==> src/rtl/uart485_pkg.sv <==
package uart485_pkg;

    typedef enum logic [2:0] {
        PAR_NONE  = 3'd0,
        PAR_ODD   = 3'd1,
        PAR_EVEN  = 3'd2,
        PAR_MARK  = 3'd3,
        PAR_SPACE = 3'd4
    } parity_e;

    // Value carried by the parity bit for a given mode and data word.
    function automatic logic par_of(parity_e m, logic [7:0] d);
        case (m)
            PAR_ODD:   return ~(^d);
            PAR_EVEN:  return ^d;
            PAR_MARK:  return 1'b1;
            default:   return 1'b0;
        endcase
    endfunction

    // True when the mode puts a parity bit in the frame.
    function automatic logic par_on(parity_e m);
        return (m == PAR_ODD) || (m == PAR_EVEN) || (m == PAR_MARK) || (m == PAR_SPACE);
    endfunction

endpackage

==> src/rtl/uart485_tick.sv <==
module uart485_tick #(
    parameter int DIV_W = 16
) (
    input  logic             clk,
    input  logic             rst_n,
    input  logic [DIV_W-1:0] div,
    output logic             tick
);
    logic [DIV_W-1:0] cnt_q;
    logic [DIV_W-1:0] limit;

    // A divisor of zero is treated as one: a tick on every cycle.
    assign limit = (div == '0) ? '0 : div - 1'b1;

    always_ff @(posedge clk or negedge rst_n) begin
        if (!rst_n) begin
            cnt_q <= '0;
            tick  <= 1'b0;
        end else if (cnt_q >= limit) begin
            cnt_q <= '0;
            tick  <= 1'b1;
        end else begin
            cnt_q <= cnt_q + 1'b1;
            tick  <= 1'b0;
        end
    end

endmodule

==> src/rtl/uart485_tx.sv <==
module uart485_tx
    import uart485_pkg::*;
#(
    parameter int OVS = 16
) (
    input  logic       clk,
    input  logic       rst_n,
    input  logic       tick,
    input  logic       seven,
    input  logic       two_stop,
    input  parity_e    pmode,
    input  logic [7:0] data,
    input  logic       valid,
    input  logic       cts,
    output logic       ready,
    output logic       line,
    output logic       drv_en
);
    localparam int CW = $clog2(OVS);

    typedef enum logic [2:0] {
        TX_IDLE, TX_LEAD, TX_START, TX_DATA, TX_PARITY, TX_STOP
    } tx_state_e;

    tx_state_e       state_q, state_d;
    logic [CW-1:0]   tcnt_q;
    logic [2:0]      bit_q;
    logic            stop_q;
    logic [7:0]      sh_q;
    logic            seven_q, two_q, par_q, paren_q;
    logic [7:0]      data_m;
    logic            bit_done, accept;
    logic [2:0]      last_bit;

    assign data_m   = seven ? {1'b0, data[6:0]} : data;
    assign bit_done = tick && (tcnt_q == CW'(OVS - 1));
    assign accept   = (state_q == TX_IDLE) && valid && cts;
    assign last_bit = seven_q ? 3'd6 : 3'd7;

    always_ff @(posedge clk or negedge rst_n) begin
        if (!rst_n) state_q <= TX_IDLE;
        else        state_q <= state_d;
    end

    always_comb begin
        state_d = state_q;
        unique case (state_q)
            TX_IDLE:   if (accept)   state_d = TX_LEAD;
            TX_LEAD:   if (bit_done) state_d = TX_START;
            TX_START:  if (bit_done) state_d = TX_DATA;
            TX_DATA:   if (bit_done && bit_q == last_bit)
                           state_d = paren_q ? TX_PARITY : TX_STOP;
            TX_PARITY: if (bit_done) state_d = TX_STOP;
            TX_STOP:   if (bit_done && stop_q == two_q) state_d = TX_IDLE;
            default:   state_d = TX_IDLE;
        endcase
    end

    always_ff @(posedge clk or negedge rst_n) begin
        if (!rst_n) begin
            tcnt_q  <= '0;
            bit_q   <= '0;
            stop_q  <= 1'b0;
            sh_q    <= '0;
            seven_q <= 1'b0;
            two_q   <= 1'b0;
            par_q   <= 1'b0;
            paren_q <= 1'b0;
        end else begin
            if (accept) begin
                sh_q    <= data_m;
                seven_q <= seven;
                two_q   <= two_stop;
                paren_q <= par_on(pmode);
                par_q   <= par_of(pmode, data_m);
            end
            if (state_q == TX_IDLE)
                tcnt_q <= '0;
            else if (tick)
                tcnt_q <= (tcnt_q == CW'(OVS - 1)) ? '0 : tcnt_q + 1'b1;
            if (state_q != TX_DATA)  bit_q <= '0;
            else if (bit_done)       bit_q <= bit_q + 1'b1;
            if (state_q != TX_STOP)  stop_q <= 1'b0;
            else if (bit_done)       stop_q <= 1'b1;
        end
    end

    always_comb begin
        ready  = (state_q == TX_IDLE) && cts;
        drv_en = (state_q != TX_IDLE);
        unique case (state_q)
            TX_START:  line = 1'b0;
            TX_DATA:   line = sh_q[bit_q];
            TX_PARITY: line = par_q;
            default:   line = 1'b1;
        endcase
    end

    // a low line only ever appears inside the driver-enable window
    a_r5_low_inside_enable: assert property (@(posedge clk) disable iff (!rst_n)
        !line |-> drv_en);
    // the enable falls only after a high stop bit
    a_r5_release_after_stop: assert property (@(posedge clk) disable iff (!rst_n)
        $fell(drv_en) |-> line && $past(line));
    // withdrawn cts keeps the transmitter idle
    a_r6_hold_without_cts: assert property (@(posedge clk) disable iff (!rst_n)
        (state_q == TX_IDLE && !cts) |=> state_q == TX_IDLE);
    // an accepting transmitter has a quiet, released line
    a_r2_ready_quiet: assert property (@(posedge clk) disable iff (!rst_n)
        ready |-> line && !drv_en);

endmodule

==> src/rtl/uart485_rx.sv <==
module uart485_rx
    import uart485_pkg::*;
#(
    parameter int OVS = 16
) (
    input  logic       clk,
    input  logic       rst_n,
    input  logic       tick,
    input  logic       line_in,
    input  logic       seven,
    input  parity_e    pmode,
    input  logic       take,
    output logic [7:0] data_o,
    output logic       valid_o,
    output logic       ferr_o,
    output logic       perr_o
);
    localparam int CW = $clog2(OVS);

    typedef enum logic [2:0] {
        RX_IDLE, RX_START, RX_DATA, RX_PARITY, RX_STOP
    } rx_state_e;

    rx_state_e       state_q, state_d;
    logic [1:0]      sync_q;
    logic            rxs;
    logic [CW-1:0]   tcnt_q;
    logic [2:0]      bit_q;
    logic [7:0]      dat_q;
    logic [7:0]      dat_m;
    logic            prx_q;
    logic            mid_hit, full_hit, deliver;
    logic [2:0]      last_bit;

    assign rxs      = sync_q[1];
    assign mid_hit  = tick && (tcnt_q == CW'(OVS / 2 - 1));
    assign full_hit = tick && (tcnt_q == CW'(OVS - 1));
    assign last_bit = seven ? 3'd6 : 3'd7;
    assign dat_m    = seven ? {1'b0, dat_q[6:0]} : dat_q;
    assign deliver  = (state_q == RX_STOP) && full_hit && !valid_o;

    always_ff @(posedge clk or negedge rst_n) begin
        if (!rst_n) state_q <= RX_IDLE;
        else        state_q <= state_d;
    end

    always_comb begin
        state_d = state_q;
        unique case (state_q)
            RX_IDLE:   if (tick && !rxs) state_d = RX_START;
            RX_START:  if (mid_hit)      state_d = rxs ? RX_IDLE : RX_DATA;
            RX_DATA:   if (full_hit && bit_q == last_bit)
                           state_d = par_on(pmode) ? RX_PARITY : RX_STOP;
            RX_PARITY: if (full_hit)     state_d = RX_STOP;
            RX_STOP:   if (full_hit)     state_d = RX_IDLE;
            default:   state_d = RX_IDLE;
        endcase
    end

    always_ff @(posedge clk or negedge rst_n) begin
        if (!rst_n) begin
            sync_q <= 2'b11;
            tcnt_q <= '0;
            bit_q  <= '0;
            dat_q  <= '0;
            prx_q  <= 1'b0;
        end else begin
            sync_q <= {sync_q[0], line_in};
            if (state_q == RX_IDLE || (state_q == RX_START && mid_hit))
                tcnt_q <= '0;
            else if (tick)
                tcnt_q <= (tcnt_q == CW'(OVS - 1)) ? '0 : tcnt_q + 1'b1;
            if (state_q != RX_DATA) bit_q <= '0;
            else if (full_hit) begin
                dat_q[bit_q] <= rxs;
                bit_q        <= bit_q + 1'b1;
            end
            if (state_q == RX_PARITY && full_hit) prx_q <= rxs;
        end
    end

    always_ff @(posedge clk or negedge rst_n) begin
        if (!rst_n) begin
            data_o  <= '0;
            valid_o <= 1'b0;
            ferr_o  <= 1'b0;
            perr_o  <= 1'b0;
        end else if (deliver) begin
            data_o  <= dat_m;
            valid_o <= 1'b1;
            ferr_o  <= !rxs;
            perr_o  <= par_on(pmode) && (prx_q != par_of(pmode, dat_m));
        end else if (take) begin
            valid_o <= 1'b0;
        end
    end

    // data sampling begins only after a low mid-bit start sample
    a_r7_start_confirmed: assert property (@(posedge clk) disable iff (!rst_n)
        (state_q == RX_DATA && $past(state_q) == RX_START) |-> !$past(rxs));
    // a held byte stays put until it is taken
    a_r8_hold_until_taken: assert property (@(posedge clk) disable iff (!rst_n)
        (valid_o && !take) |=> valid_o && $stable(data_o));
    // 7-bit bytes arrive with a clear top bit
    a_r8_seven_top_clear: assert property (@(posedge clk) disable iff (!rst_n)
        (deliver && seven) |=> !data_o[7]);
    // the framing flag mirrors the stop sample
    a_r9_frame_flag: assert property (@(posedge clk) disable iff (!rst_n)
        deliver |=> ferr_o == !$past(rxs));

endmodule

==> src/rtl/uart485_core.sv <==
module uart485_core
    import uart485_pkg::*;
#(
    parameter int DIV_W = 16,
    parameter int OVS   = 16
) (
    input  logic             clk,
    input  logic             rst_n,
    input  logic [DIV_W-1:0] baud_div,
    input  logic             cfg_seven,
    input  logic             cfg_two_stop,
    input  logic [2:0]       cfg_parity,
    input  logic [7:0]       tx_data,
    input  logic             tx_valid,
    output logic             tx_ready,
    output logic             tx_line,
    output logic             tx_en,
    input  logic             cts,
    input  logic             rx_line,
    output logic [7:0]       rx_data,
    output logic             rx_valid,
    input  logic             rx_ready,
    output logic             rx_frame_err,
    output logic             rx_parity_err,
    output logic             rts
);
    logic    tick;
    parity_e pmode;

    assign pmode = parity_e'(cfg_parity);

    uart485_tick #(.DIV_W(DIV_W)) u_tick (
        .clk  (clk),
        .rst_n(rst_n),
        .div  (baud_div),
        .tick (tick)
    );

    uart485_tx #(.OVS(OVS)) u_tx (
        .clk     (clk),
        .rst_n   (rst_n),
        .tick    (tick),
        .seven   (cfg_seven),
        .two_stop(cfg_two_stop),
        .pmode   (pmode),
        .data    (tx_data),
        .valid   (tx_valid),
        .cts     (cts),
        .ready   (tx_ready),
        .line    (tx_line),
        .drv_en  (tx_en)
    );

    uart485_rx #(.OVS(OVS)) u_rx (
        .clk    (clk),
        .rst_n  (rst_n),
        .tick   (tick),
        .line_in(rx_line),
        .seven  (cfg_seven),
        .pmode  (pmode),
        .take   (rx_ready),
        .data_o (rx_data),
        .valid_o(rx_valid),
        .ferr_o (rx_frame_err),
        .perr_o (rx_parity_err)
    );

    assign rts = !rx_valid;

endmodule

==> config.mk <==
export PLATFORM = sky130hd
export DESIGN_NAME = uart485_core
export DESIGN_NICKNAME = d
export VERILOG_FILES = /design/src/rtl/uart485_pkg.sv /design/src/rtl/uart485_tick.sv /design/src/rtl/uart485_tx.sv /design/src/rtl/uart485_rx.sv /design/src/rtl/uart485_core.sv
export SDC_FILE = /design/constraint.sdc
export NUM_CORES = 1
export LEC_CHECK = 0
export ABC_AREA = 1
export CORE_MARGIN = 2
export CORE_UTILIZATION = 45
export CTS_BUF_LIST = sky130_fd_sc_hd__clkbuf_8
export DETAILED_ROUTE_END_ITERATION = 10
export DONT_BUFFER_PORTS = 1
export SLEW_MARGIN = 0
export SYNTH_ARGS = -nofsm -noshare
export SYNTH_HDL_FRONTEND = slang
export SYNTH_SLANG_ARGS = --single-unit
==> constraint.sdc <==
create_clock -name clk -period 2 [get_ports clk]
set_clock_uncertainty 0.05 [all_clocks]
set_input_delay 0.1 -clock clk [delete_from_list [all_inputs] [get_ports clk]]
set_output_delay 0.1 -clock clk [all_outputs]
set_load 0.1 [all_outputs]
==> impl_metrics.toml <==
[power]
vdd_drop_max_uv = 556
finalPower_mw = 5.40
swShare_pct = 39.7
power.leakage_nw = 2.69
p_comb_share_pct = 37.3
power_frac_seq_pct = 38.1
p_clk_share_pct = 24.6
powerDensity_nw_per_um2 = 947
p_sw_mw = 2.14
internal_power_mw = 3.26

[sta]
post-route-period-util_pct = 96.3
grt_setup_unrepaired = "yes"
finalSetupViolations = 0
hold_viol_final = 0
slew_viol_final = 0
worst_pin_slew_ns = 0.349
min_period_ns = 1.93
relSlewSlack_pct = 76.7
max_freq_mhz = 519

[cells_and_area]
fillerInstances = 905
final_common_cell = "nand2_1"
seq_area_sq_um = 1810
nNetsFinal = 710
syn_to_final_growth_pct = 27.8
diodes = 0
stdcell_count = 790
multiInputGateArea_sq_um = 2610
final_layout_size_suffix_gt1_share_pct = 23.9
final_cell_mix = "nand2_1, dfrtp_1, inv_1"
fin_util_pct = 58.9

[detailed_routing]
post-route-drc-count = 0
drt_iter0_drc = 158
vias = 3923
topRoutingLayerUsed = "met4"
post_drt_wl_per_cell_microns = 12.5
dr.pass1.iters = 4
met1_length_microns = 4560
routed_wl_microns = 9910
vias_per_cell = 4.97
wl_met2_microns = 4950
postRouteAntennaNets = 0
wl_met3_microns = 307

[global_route]
gr-total-overflow = 0
grt_usage_pct = 18.9
antenna_found_initial = 0
grt_pass1_wl_microns = 16900
grt_pass1_vias = 3847
grt_max_degree = 73

[floorplanning]
io_pins = 50
dieHeight_microns = 104
rows = 36
die_x_microns = 104
core_area_sq_um = 9680
start_util_pct = 46.1
dieArea_sq_um = 10700

[critical_path]
rrSetupSlack_ns = 0.16
reg2reg_to = "u_tick.cnt_q[12]"
timing.rr.start = "u_tick.cnt_q[3]"
startpoint_type = "input pin"
critPathRequiredTime_ns = 2.19
worstPathArrival_ns = 2.11
rr_worst_depth = 9
endpoint_kind = "flop"
worstPathMaxFanout = 5
crit_type = "in2reg"

[place]
hpwl_microns = 7090
place.gp.congestion = 0.803
portBuffers = 0
dp_cells = 749

[worst_hold_path]
holdPathStages = 4
hold_path_end = "u_tx.paren_q"
min-delay-start = "cfg_parity[2]"
hold_path.class = "in2reg"

[synth]
synth_top_flop_cell = "dfrtp_1"
netlist_instances = 581
synth_seq_cells = 72
postSynthAreaPerCell_sq_um = 7.68
syn_area_sq_um = 4460
yosys.cell_types.count = 44
async_reset_ff_share_pct = 100
ys_seq_area_share_pct = 40.4
synth_edf_count = 0
yosys_warnings = 0
synth_nets = 639

[clocking]
clock_latency_ns = 0.35
clk_pin_slew_ns = 0.08
cts_inserted_buffers = 9
cts_tree = "built"
cts_max_level = 3
cts-root-buf = "clkbuf_8"
cts.sinks = 72
cts_buffer_depth = 2

[job]
max-cap-violations = 0

[run_status]
outcome = "finished, final reports clean"
## state kept, by name (all words and copies together) (netlist names), 2 cells and up
signal / flops
u_tick.cnt_q: 16
u_rx.dat_q: 8
u_rx.data_o: 8
u_tx.sh_q: 8
u_rx.tcnt_q: 4
u_tx.tcnt_q: 4
u_rx.bit_q: 3
u_rx.state_q: 3
u_tx.bit_q: 3
u_tx.state_q: 3
u_rx.sync_q: 2
## worst max path at each step
stage | start | end | slack, ns | cells after the start
final | baud_div[0] | u_tick.cnt_q[2] | 0.07 | 18
after global routing | baud_div[2] | u_tick.cnt_q[9] | -0.07 | 17
after CTS | baud_div[0] | u_tick.cnt_q[8] | 0.01 | 18
after detailed placement | baud_div[0] | u_tick.cnt_q[12] | -0.42 | 19
after global placement | baud_div[0] | u_tick.cnt_q[9] | -0.38 | 16
after floorplan | baud_div[1] | u_tick.cnt_q[7] | -0.12 | 18
## kinds of logic after synthesis
| group | count (synthesis) | share of synthesized area (%) |
|---|---|---|
| xor gates and xnor gates | 28 | 5.49 |
| buffers and inverters | 81 | 7.15 |
| DFF | 72 | 40.4 |
| muxes | 1 | 0.224 |
| and+or+nand+nor | 289 | 29.6 |
| adders and majority gates | 23 | 6.45 |
| AOI/OAI and AO/OA | 87 | 10.7 |
## worst max-delay path: stages
cell,delay [ns]
inv_12,0.04
ha_4,0.12
inv_2,0.05
nor2_4,0.11
inv_2,0.06
nor2_4,0.12
nand3_4,0.12
nor3_2,0.11
o211ai_1,0.11
ha_1,0.34
nand2_4,0.06
inv_2,0.06
nand3_4,0.07
nor3_4,0.18
nand3_2,0.14
buf_6,0.15
nand3_4,0.11
nor3b_2,0.06
## synth_stat cells (2+ instances only)
cell	n	area, sq um
ha_1	23	288
buf_2	3	15.0
nor3_1	8	40.0
nor3_4	2	32.5
buf_4	2	15.0
nand3_2	3	30.0
o22ai_1	3	18.8
or2_1	2	12.5
o21bai_1	3	22.5
nand3_1	34	170
o211ai_1	3	22.5
nor4_1	3	18.8
nand4_1	4	25.0
nor2_4	4	45.0
a21oi_1	23	115
nor2_2	8	50.1
nor3b_1	3	22.5
xor2_1	18	158
nor2_1	62	233
xnor2_1	10	87.6
dfrtp_1	70	1750
inv_2	15	56.3
inv_1	59	221
or2_2	2	12.5
and3_1	2	12.5
nand2_1	145	544
dfstp_2	2	52.6
nor3_2	4	40.0
o21ai_0	30	150
o21ai_1	17	85.1
## power by group through the flow
stage               logic [mW]  registers (mW)  clock network [mW]
floorplan                 1.51            2.00                   0
global placement          1.79            2.07                   0
detailed placement        1.84            2.08                   0
CTS                       1.93            2.05                1.38
global route              2.28            2.10                1.43
finish                    2.01            2.06                1.33
## area by class of cell
type / instances / area share, %
Clock buffer: 10 / 2.41
Tap cell: 133 / 2.92
Inverter: 75 / 5.62
Clock inverter: 6 / 1.60
Timing Repair Buffer: 65 / 9.92
Multi-Input combinational cell: 429 / 45.8
Sequential cell: 72 / 31.7
## routing by layer
layer | up-vias | GRT usage (%)
li1 | 2027 | -
met1 | 1836 | 23.8
met2 | 53 | 33.0
met3 | 7 | 3.78
met4 | 0 | 5.50
met5 | - | 0
## through the flow
step / setup TNS (ns) / setup slack, ns / hold WS [ns] / cell area, sq um
floorplan: -1.91 / -0.124 / -0.246 / 4590
detailed placement: -6.18 / -0.416 / -0.244 / 5020
global route: -0.956 / -0.0736 / 0.0635 / 5700
global placement: -5.58 / -0.376 / -0.244 / 5020
finish: 0 / 0.0742 / 0.0502 / 5700
CTS: 0 / 0.0119 / 0.0352 / 5490
## timing repair
action,in CTS,in global routing
pin swaps,1,13
endpoints found under the setup margin,10,19
gates resized for setup,5,46
gates cloned,1,0
hold buffers,18,0
hold endpoints to repair,88,0
buffers inserted,1,5
No activity file was read; power rests on OpenSTA's default activity.
